**config.mk**
```make
export PLATFORM = sky130hd
export DESIGN_NAME = nco_quad_fsk
export DESIGN_NICKNAME = d
export VERILOG_FILES = /design/src/rtl/nco_pkg.sv /design/src/rtl/nco_ctrl_delay.sv /design/src/rtl/nco_phase_acc.sv /design/src/rtl/nco_phase_out.sv /design/src/rtl/nco_quad_fsk.sv
export SDC_FILE = /design/constraint.sdc
export NUM_CORES = 1
export LEC_CHECK = 0
export ABC_AREA = 1
export ABC_CLOCK_PERIOD_IN_PS = 2350
export BUFFER_PORTS_ARGS = -buffer_cell sky130_fd_sc_hd__buf_2
export CAP_MARGIN = 15
export CORE_MARGIN = 3
export CORE_UTILIZATION = 55
export CTS_CLUSTER_SIZE = 8
export DETAILED_ROUTE_END_ITERATION = 7
export GPL_ROUTABILITY_DRIVEN = 0
export PLACE_DENSITY = 0.75
export SLEW_MARGIN = 25
export SYNTH_ARGS = -nofsm -noshare
export SYNTH_HDL_FRONTEND = slang
export SYNTH_SLANG_ARGS = --single-unit
```
**constraint.sdc**
```tcl
create_clock -name clk -period 2.35 [get_ports clk]
set_input_delay 0.47 -clock clk [delete_from_list [all_inputs] [get_ports clk]]
set_output_delay 0.47 -clock clk [all_outputs]
set_load 0.05 [all_outputs]
```
**src/rtl/nco_pkg.sv**
```systemverilog
package nco_pkg;
    localparam int QUAD_W = 2;
    typedef logic [QUAD_W-1:0] quad_t;
endpackage

```
**src/rtl/nco_ctrl_delay.sv**
```systemverilog
module nco_ctrl_delay
    import nco_pkg::*;
#(
    parameter int ACC_W = 48,
    parameter int DEPTH = 12
) (
    input  logic             clk,
    input  logic             rst_n,
    input  logic [ACC_W-1:0] center_i,
    input  logic [ACC_W-1:0] offset_i,
    input  logic             offset_en_i,
    input  quad_t            quad_i,
    input  logic             acc_run_i,
    output logic [ACC_W-1:0] inc_o,
    output logic             run_o,
    output quad_t            quad_o
);
    localparam int LAST = DEPTH - 1;

    typedef struct packed {
        logic [ACC_W-1:0] inc;
        logic             run;
        quad_t            quad;
    } stage_t;

    stage_t stg_d [DEPTH];
    stage_t stg_q [DEPTH];

    always_comb begin
        stg_d[0].inc  = center_i + (offset_en_i ? offset_i : '0);
        stg_d[0].run  = acc_run_i;
        stg_d[0].quad = quad_i;
        for (int i = 1; i < DEPTH; i++) begin
            stg_d[i] = stg_q[i-1];
        end
    end

    always_ff @(posedge clk or negedge rst_n) begin
        if (!rst_n) begin
            for (int i = 0; i < DEPTH; i++) begin
                stg_q[i] <= '0;
            end
        end else begin
            for (int i = 0; i < DEPTH; i++) begin
                stg_q[i] <= stg_d[i];
            end
        end
    end

    assign inc_o  = stg_q[LAST].inc;
    assign run_o  = stg_q[LAST].run;
    assign quad_o = stg_q[LAST].quad;

    // a gated-off offset leaves the center word as the increment
    a_r3_offset_gated: assert property (@(posedge clk) disable iff (!rst_n)
        !offset_en_i |=> stg_q[0].inc == $past(center_i));

    generate
        for (genvar g = 1; g < DEPTH; g++) begin : g_shift_chk
            // every control field advances one stage per clock
            a_r6_stage_shift: assert property (@(posedge clk) disable iff (!rst_n)
                1'b1 |=> stg_q[g] == $past(stg_q[g-1]));
        end
    endgenerate
endmodule

```
**src/rtl/nco_phase_acc.sv**
```systemverilog
module nco_phase_acc
    import nco_pkg::*;
#(
    parameter int ACC_W = 48,
    parameter int OUT_W = 16
) (
    input  logic             clk,
    input  logic             rst_n,
    input  logic [ACC_W-1:0] inc_i,
    input  logic             run_i,
    input  quad_t            quad_i,
    output logic [OUT_W-1:0] acc_top_o,
    output quad_t            quad_o
);
    typedef struct packed {
        logic [ACC_W-1:0] acc;
        quad_t            quad;
    } acc_state_t;

    acc_state_t st_d, st_q;

    always_comb begin
        st_d.acc  = (run_i ? st_q.acc : '0) + inc_i;
        st_d.quad = quad_i;
    end

    always_ff @(posedge clk or negedge rst_n) begin
        if (!rst_n) st_q <= '0;
        else        st_q <= st_d;
    end

    assign acc_top_o = st_q.acc[ACC_W-1 -: OUT_W];
    assign quad_o    = st_q.quad;

    // running accumulator advances by the increment
    a_r2_accumulate: assert property (@(posedge clk) disable iff (!rst_n)
        run_i |=> st_q.acc == $past(st_q.acc) + $past(inc_i));

    // halted feedback leaves only the last increment
    a_r5_feedback_zero: assert property (@(posedge clk) disable iff (!rst_n)
        !run_i |=> st_q.acc == $past(inc_i));
endmodule

```
**src/rtl/nco_phase_out.sv**
```systemverilog
module nco_phase_out
    import nco_pkg::*;
#(
    parameter int OUT_W = 16
) (
    input  logic             clk,
    input  logic             rst_n,
    input  logic [OUT_W-1:0] acc_top_i,
    input  quad_t            quad_i,
    output logic [OUT_W-1:0] phase_o
);
    localparam int LOW_W = OUT_W - QUAD_W;

    logic [OUT_W-1:0] phase_d, phase_q;

    always_comb begin
        phase_d = acc_top_i + {quad_i, {LOW_W{1'b0}}};
    end

    always_ff @(posedge clk or negedge rst_n) begin
        if (!rst_n) phase_q <= '0;
        else        phase_q <= phase_d;
    end

    assign phase_o = phase_q;

    // output differs from the accumulated phase only by the quadrant step
    a_r4_quadrant_step: assert property (@(posedge clk) disable iff (!rst_n)
        1'b1 |=> (phase_q - $past(acc_top_i)) == {$past(quad_i), {LOW_W{1'b0}}});
endmodule

```
**src/rtl/nco_quad_fsk.sv**
```systemverilog
module nco_quad_fsk
    import nco_pkg::*;
#(
    parameter int ACC_W   = 48,
    parameter int OUT_W   = 16,
    parameter int LATENCY = 14
) (
    input  logic             clk,
    input  logic             rst_n,
    input  logic [ACC_W-1:0] center_word,
    input  logic [ACC_W-1:0] offset_word,
    input  logic             offset_en,
    input  logic [1:0]       quad_sel,
    input  logic             acc_run,
    output logic [OUT_W-1:0] phase_out
);
    localparam int DLY_DEPTH = LATENCY - 2;

    logic [ACC_W-1:0] inc_dly;
    logic             run_dly;
    quad_t            quad_dly;
    logic [OUT_W-1:0] acc_top;
    quad_t            quad_acc;

    nco_ctrl_delay #(.ACC_W(ACC_W), .DEPTH(DLY_DEPTH)) u_ctrl_delay (
        .clk        (clk),
        .rst_n      (rst_n),
        .center_i   (center_word),
        .offset_i   (offset_word),
        .offset_en_i(offset_en),
        .quad_i     (quad_sel),
        .acc_run_i  (acc_run),
        .inc_o      (inc_dly),
        .run_o      (run_dly),
        .quad_o     (quad_dly)
    );

    nco_phase_acc #(.ACC_W(ACC_W), .OUT_W(OUT_W)) u_phase_acc (
        .clk      (clk),
        .rst_n    (rst_n),
        .inc_i    (inc_dly),
        .run_i    (run_dly),
        .quad_i   (quad_dly),
        .acc_top_o(acc_top),
        .quad_o   (quad_acc)
    );

    nco_phase_out #(.OUT_W(OUT_W)) u_phase_out (
        .clk      (clk),
        .rst_n    (rst_n),
        .acc_top_i(acc_top),
        .quad_i   (quad_acc),
        .phase_o  (phase_out)
    );
endmodule

```
==> results of run 1 <==
[metrics by stage]
| stage | setup TNS [ps] | worst slack [ps] | hold WS [ps] | power, W |
|---|---|---|---|---|
| after floorplan | 0 | 25.8 | 174 | 0.0193 |
| after global placement | -2320 | -349 | 331 | 0.0212 |
| after detailed placement | -3750 | -418 | 335 | 0.0217 |
| after CTS | -465 | -90.2 | 80.2 | 0.0348 |
| after global routing | -10180 | -832 | 107 | 0.0396 |
| final | -8760 | -865 | 111 | 0.0384 |
[power by group]
group	internal (W)	switching (W)	total (W)
clock network	0.00730	0.00497	0.0123
registers	0.0141	0.00130	0.0154
logic	0.00369	0.00703	0.0107
total	0.0251	0.0133	0.0384
[synthesized netlist by cell type, types with 3 or more instances]
cell type	instances	area, µm²
nand2_2	41	257
nor2_2	49	307
nand3_1	74	370
nand2_1	881	3310
a21oi_1	54	270
dfrtp_1	678	17000
nor3_1	8	40.0
nor2_1	119	447
inv_2	13	48.8
nor3_2	4	40.0
xnor2_1	4	35.0
nand3_2	16	160
nand4_1	18	113
nor4_1	4	25.0
nor2_4	18	203
o21bai_1	8	60.1
ha_1	95	1190
clkbuf_1	7	26.3
buf_1	3	11.3
xor2_1	50	438
inv_1	521	1960
[flip-flops by register name, indices dropped and copies added (netlist names)]
register,cells
u_ctrl_delay.inc_o,48
u_phase_acc.acc_top_o,16
u_phase_out.phase_o,16
u_ctrl_delay.run_o,1
u_ctrl_delay.stg_d,561
u_phase_acc.quad_o,2
u_ctrl_delay.quad_o,2
u_phase_acc.st_q,32
[routing by layer]
metal	share of wire	track usage	vias to the layer above
met2	0.47	0.484	1400
met1	0.34	0.331	9616
li1	-	-	8622
met4	0.083	0.162	12
met5	0.0033	0	-
met3	0.11	0.0500	589
[kinds of logic (layout without fill, tap and decap cells)]
family          count (synthesis)  in the layout
compound gates                 68             68
xor+xnor                       54             54
fa+ha+maj                      97             97
buf+inv                       544            922
flops                         678            678
other cells                     0              1
simple gates                 1234           1234
[worst paths after layout]
| kind | slack (ps) | startpoint | cells after the start | endpoint |
|---|---|---|---|---|
| worst max-delay path | -870 | u_ctrl_delay.run_o | 12 | u_phase_acc.acc_top_o[5] |
| worst min-delay path | 110 | center_word[0] | 2 | u_ctrl_delay.stg_d[513] |
| worst max register to register | -870 | u_ctrl_delay.run_o | 12 | u_phase_acc.acc_top_o[5] |
| worst min register to register | 310 | u_ctrl_delay.stg_d[373] | 0 | u_ctrl_delay.stg_d[322] |
| max in group asynchronous | 910 | rst_n | 3 | u_ctrl_delay.stg_d[195] |
| min in group asynchronous | 420 | rst_n | 2 | u_phase_acc.st_q[19] |
[timing repair]
item | 4_1_cts | 5_1_grt
gates cloned | 3 | 4
endpoints found under the hold margin | 48 | 0
gates resized for setup | 113 | 318
hold buffers | 4 | 0
pin swaps | 11 | 122
setup buffers | 7 | 56
setup endpoints to repair | 13 | 35
[cell type report]
cell class              count  area (µm²)
flip-flops and latches    678       17000
fillers                  2794       13400
multi-input cells        1453        9120
clock buffers              99        2470
repair buffers            286        2160
inverters                 534        2010
well taps                 607         759
clock inverters             3        33.8
diodes                      1        2.50
==> metrics.txt, run 1 <==
crit path capture type=flop; die width=225 µm; post-synth cell types=26; Starting DRT DRC Count=around 1,900; DIE AREA=50,600 µm²; failing checks=DRC, setup timing; Final Instance Area=33,500 µm²; clk sinks=678; Core ar.=47,000 µm²; Max Cap Viol=0; Post-synth EDFFs=0; CP bufs+invs=3; Synthesized Nets=2,874; post-route insts no fill=3,661; post-DP HPWL=39,800 µm; commonest non-fill, non-tap cells in the layout=749 x nand2_1, 677 x dfrtp_1, 478 x inv_1; Gate Count Post-Synth=2,675; antenna violations before repair=6; Worst Setup Path Type=reg -> reg; Placed Cells=between 3,000 and 4,000; root buffer cell=clkbuf_16; simple-gate portion of the synthesized area=0.200; number of core rows=between 70 and 80; Setup WS post-layout=-865 ps; min cycle time layout=3220 ps; Total GRT Usage=0.280; Worst Max-Slew Pin Slew=862 ps; number of I/O pins=about 120; post-place instance area=28,500 µm²; Clock transition at path regs=50 ps; status=finished with violations; cell area after synthesis=between 20,000 and 30,000 µm²; most common cell after layout, fill and taps aside=nand2_1; multiplexer area fraction after synthesis=0; layout cell share with drive strength beyond 1=0.268; Final nets=3,246; Synth Area in Compound Gates=0.0142; total number of vias=20,200; WL/cell=about 23 µm; DRT antenna net count=0; CP top delay family=simple AND/OR/NAND/NOR gates; Syn. warnings=0; post-synthesis sequential area ratio=0.643; Residual DRC=37; Cell Chain, Critical Path=buf_8, buf_6, nand2_1, inv_1, ha_4, nand2_1, nor2_2, nand2_1, nor2_1, nor2_1, nand3_1, nand2_1; vias per cell=5.53; Routed WL=83,700 µm; Worst path max stage delay=690 ps; RSZ-0062 raised after global routing=true; final core occ=0.714; Peak supply drop=0.530 mV; Synth Flop Type=dfrtp_1; Tcrit/Tclk final=1.37; Critical Path RT=2860 ps; CP Data Arrival Time=3730 ps; CTS tree=built; final setup fails=35; Port Buf Inserts=117; asr flop ratio synth=1.00; DRT Pass-1 Iters=8; maximum fanout along the worst path=5; Initial Util=0.562; fmax=311 MHz; Slew headroom=0.424; clk_skew=about 43 ps; Post-Synth Adder-Cell Area=0.0466; CTS max path bufs=3; crit path max-delay cell type=nor2_1; Slew Limit Fails=0; Hold Fails Final Rpt=0; H-tree levels=3; vias in the first global route=roughly 20,000; P_leak=17.8 nW; Top cell by count, worst path=nand2_1; Mean Syn Cell Area=9.86 µm²; first-pass GRT wire length=108,000 µm; die height=225 µm; P&R area growth vs syn=27.1%; largest family of logic cells by synthesized area=simple AND/OR/NAND/NOR gates; Yosys reg bits=678; Hold Path Class=in -> reg; Worst setup SP type=flop; pin count of the biggest net entering global routing=85; total grt overflow=0; CTS buffer count=94; Synth Area in XOR/XNOR=0.0179; clk_lat worst skew=640 ps; PwrDens=roughly 1100 nW/µm²
Note: power is estimated with default switching activity, not from simulation.
==> run 2, diff against run 1 <==
CORE_UTILIZATION = 50   (was 55)
PLACE_DENSITY = 0.7   (was 0.75)
==> run 2 against run 1 <==
The flow finishes with violations (setup timing). Non-clock buffer count down 49. Via count down 12%. Final area down 3.9%. Register-to-register slack better by 860 ps. Largest cell class unchanged. Largest power group unchanged.
==> metrics.txt, run 2 (same netlist as run 1, synthesis figures left out) <==
CTS buffer count=95 (+1.1%); antenna cell count=0 (-1); Reg2Reg Setup Slack=-9 ps (+860 ps); H-tree levels=3 (unchanged); Final nets=3,198 (-1.5%); DIE AREA=55,500 µm² (+9.7%); Starting DRT DRC Count=1,010 (-48%); first-pass GRT wire length=97,100 µm (-10%); post-route insts no fill=3,688 (+0.74%); crit path max-delay cell type=dfrtp_2; P_leak=17.1 nW (-3.7%); FF-to-FF path depth=14 (+2); Setup WS post-layout=-9.27 ps (+856 ps); number of core rows=83 (+5.1%); vias per cell=4.84 (-12%); Worst Setup Path Type=reg -> reg; post-DP HPWL=38,800 µm (-2.5%); Core ar.=51,700 µm² (+10%); post-place instance area=28,700 µm² (+0.57%); Top cell by count, worst path=nand2_1; CP bufs+invs=4 (+1); Final Instance Area=32,200 µm² (-3.9%); Port Buf Inserts=117 (unchanged); total power=0.0348 W (-9.4%); final setup fails=2 (-94%); clk_skew=22.2 ps (-20.6 ps); layout cell share with drive strength beyond 1=0.204 (-0.0635); CP top delay family=simple AND/OR/NAND/NOR gates; DRT Pass-1 Iters=5 (-3); CP Data Arrival Time=2810 ps (-920 ps); clk sinks=678 (unchanged); commonest non-fill, non-tap cells in the layout=840 x nand2_1, 677 x dfrtp_1, 516 x inv_1; Slew Limit Fails=0 (unchanged); failing checks=setup timing; Hold Fails Final Rpt=0 (unchanged); RSZ-0062 raised after global routing=true; final core occ=0.623 (-0.0910); Slew headroom=0.684 (+0.261); dpl ws=-267 ps (+150 ps); pin count of the biggest net entering global routing=86 (+1.2%); Hold Path Class=in -> reg; # fillers=3,851 (+38%); Worst path max stage delay=450 ps (-240 ps); Total GRT Usage=0.220 (-0.0594); clk_lat worst skew=600 ps (-40 ps); Critical R2R Capture=u_phase_acc.st_q[32]; total number of vias=17,800 (-12%); antenna violations before repair=0 (-6); PwrDens=1080 nW/µm² (-5.8%); CTS max path bufs=3 (unchanged); min cycle time layout=2360 ps (-856 ps); Cell Chain, Critical Path=buf_12, buf_16, nand2_1, inv_1, ha_4, nand2_2, nor2_4, inv_1, nor2_2, nand2_1, a21oi_2, nor2_1, nand2_1, nand2_1; Residual DRC=0 (-100%); CTS tree=built; Critical Path RT=2810 ps (-50 ps); DRT antenna net count=0 (unchanged); vias in the first global route=19,300 (-5.3%); hold path startpoint=center_word[0]; status=finished with violations; Routed WL=60,300 µm (-28%); die height=236 µm (+4.7%); number of I/O pins=118 (unchanged); maximum fanout along the worst path=23 (+18); max reg flops=561 (unchanged); Tcrit/Tclk final=1.00 (-0.364); Initial Util=0.510 (-0.0518); Placed Cells=3,569 (+2.4%); die width=236 µm (+4.7%); P&R area growth vs syn=22.2%; r2r startpoint=u_ctrl_delay.run_o; most common cell after layout, fill and taps aside=nand2_1; Worst Max-Slew Pin Slew=473 ps (-388 ps); Peak supply drop=0.590 mV (+11%); fmax=424 MHz (+36%); crit path capture type=flop; total grt overflow=0 (unchanged); root buffer cell=clkbuf_16; Worst Hold Path EP=u_ctrl_delay.stg_d[513]; WL/cell=16.3 µm (-29%); Worst setup SP type=flop; Max Cap Viol=0 (unchanged); Clock transition at path regs=50 ps (about the same); hold path depth=2 (unchanged)
==> run 2: layout make-up <==
cell class / instances / area (µm²) / share of cell area
sequential: 678 / 17000 / 0.527
clock inverter: 4 / 42.5 / 0.00132
clock buffer: 102 / 2470 / 0.0766
timing repair buffer: 237 / 1650 / 0.0513
tap: 680 / 851 / 0.0264
inverter: 534 / 2000 / 0.0622
multi-input combinational: 1453 / 8230 / 0.255
==> run 2: what timing repair did <==
| action | in CTS | in global routing |
|---|---|---|
| setup buffers | 2 | 6 |
| gates cloned | 1 | 0 |
| pin swaps | 3 | 9 |
| endpoints found under the setup margin | 15 | 31 |
| hold buffers | 4 | 0 |
| gates resized for setup | 42 | 139 |
| hold endpoints to repair | 31 | 0 |
==> run 2: worst max-delay path by stage <==
stage	from	to	slack [ps]	cells past startpoint
2_1_floorplan	offset_en	u_ctrl_delay.stg_d[551]	30	15
3_3_place_gp	offset_en	u_ctrl_delay.stg_d[536]	-200	13
3_5_place_dp	offset_en	u_ctrl_delay.stg_d[536]	-270	13
4_1_cts	u_ctrl_delay.run_o	u_phase_acc.st_q[30]	-10	15
5_1_grt	u_ctrl_delay.run_o	u_phase_acc.st_q[32]	-130	14
6_report	u_ctrl_delay.run_o	u_phase_acc.st_q[32]	-9	14
==> run 2: report_power, final <==
part	leakage, nW	internal, W	switching, W
Combinational	7.94	0.00278	0.00510
Sequential	7.97	0.0141	0.000994
Clock	1.23	0.00728	0.00452
==> run 2: stage by stage <==
| step | setup TNS (ps) | hold WS [ps] |
|---|---|---|
| 2_1_floorplan | 0 | 174 |
| 3_3_place_gp | -2450 | 331 |
| 3_5_place_dp | -4080 | 335 |
| 4_1_cts | -22.1 | 85.5 |
| 5_1_grt | -1130 | 109 |
| 6_report | -15.6 | 121 |
==> run 2: routing by layer <==
layer | up-vias | track usage | part of all wire
met5 | - | 0 | 0
met4 | 0 | 0.114 | 0.053
met3 | 198 | 0.0313 | 0.042
met2 | 594 | 0.405 | 0.53
met1 | 8525 | 0.248 | 0.37
li1 | 8525 | - | -
==> run 2: worst reg2reg max path: stages, from the launching register on <==
cell	delay, ps
dfrtp_2	450
buf_12	150
buf_16	170
nand2_1	70
inv_1	60
ha_4	310
nand2_2	110
nor2_4	150
inv_1	80
nor2_2	160
nand2_1	120
a21oi_2	200
nor2_1	70
nand2_1	60
nand2_1	70
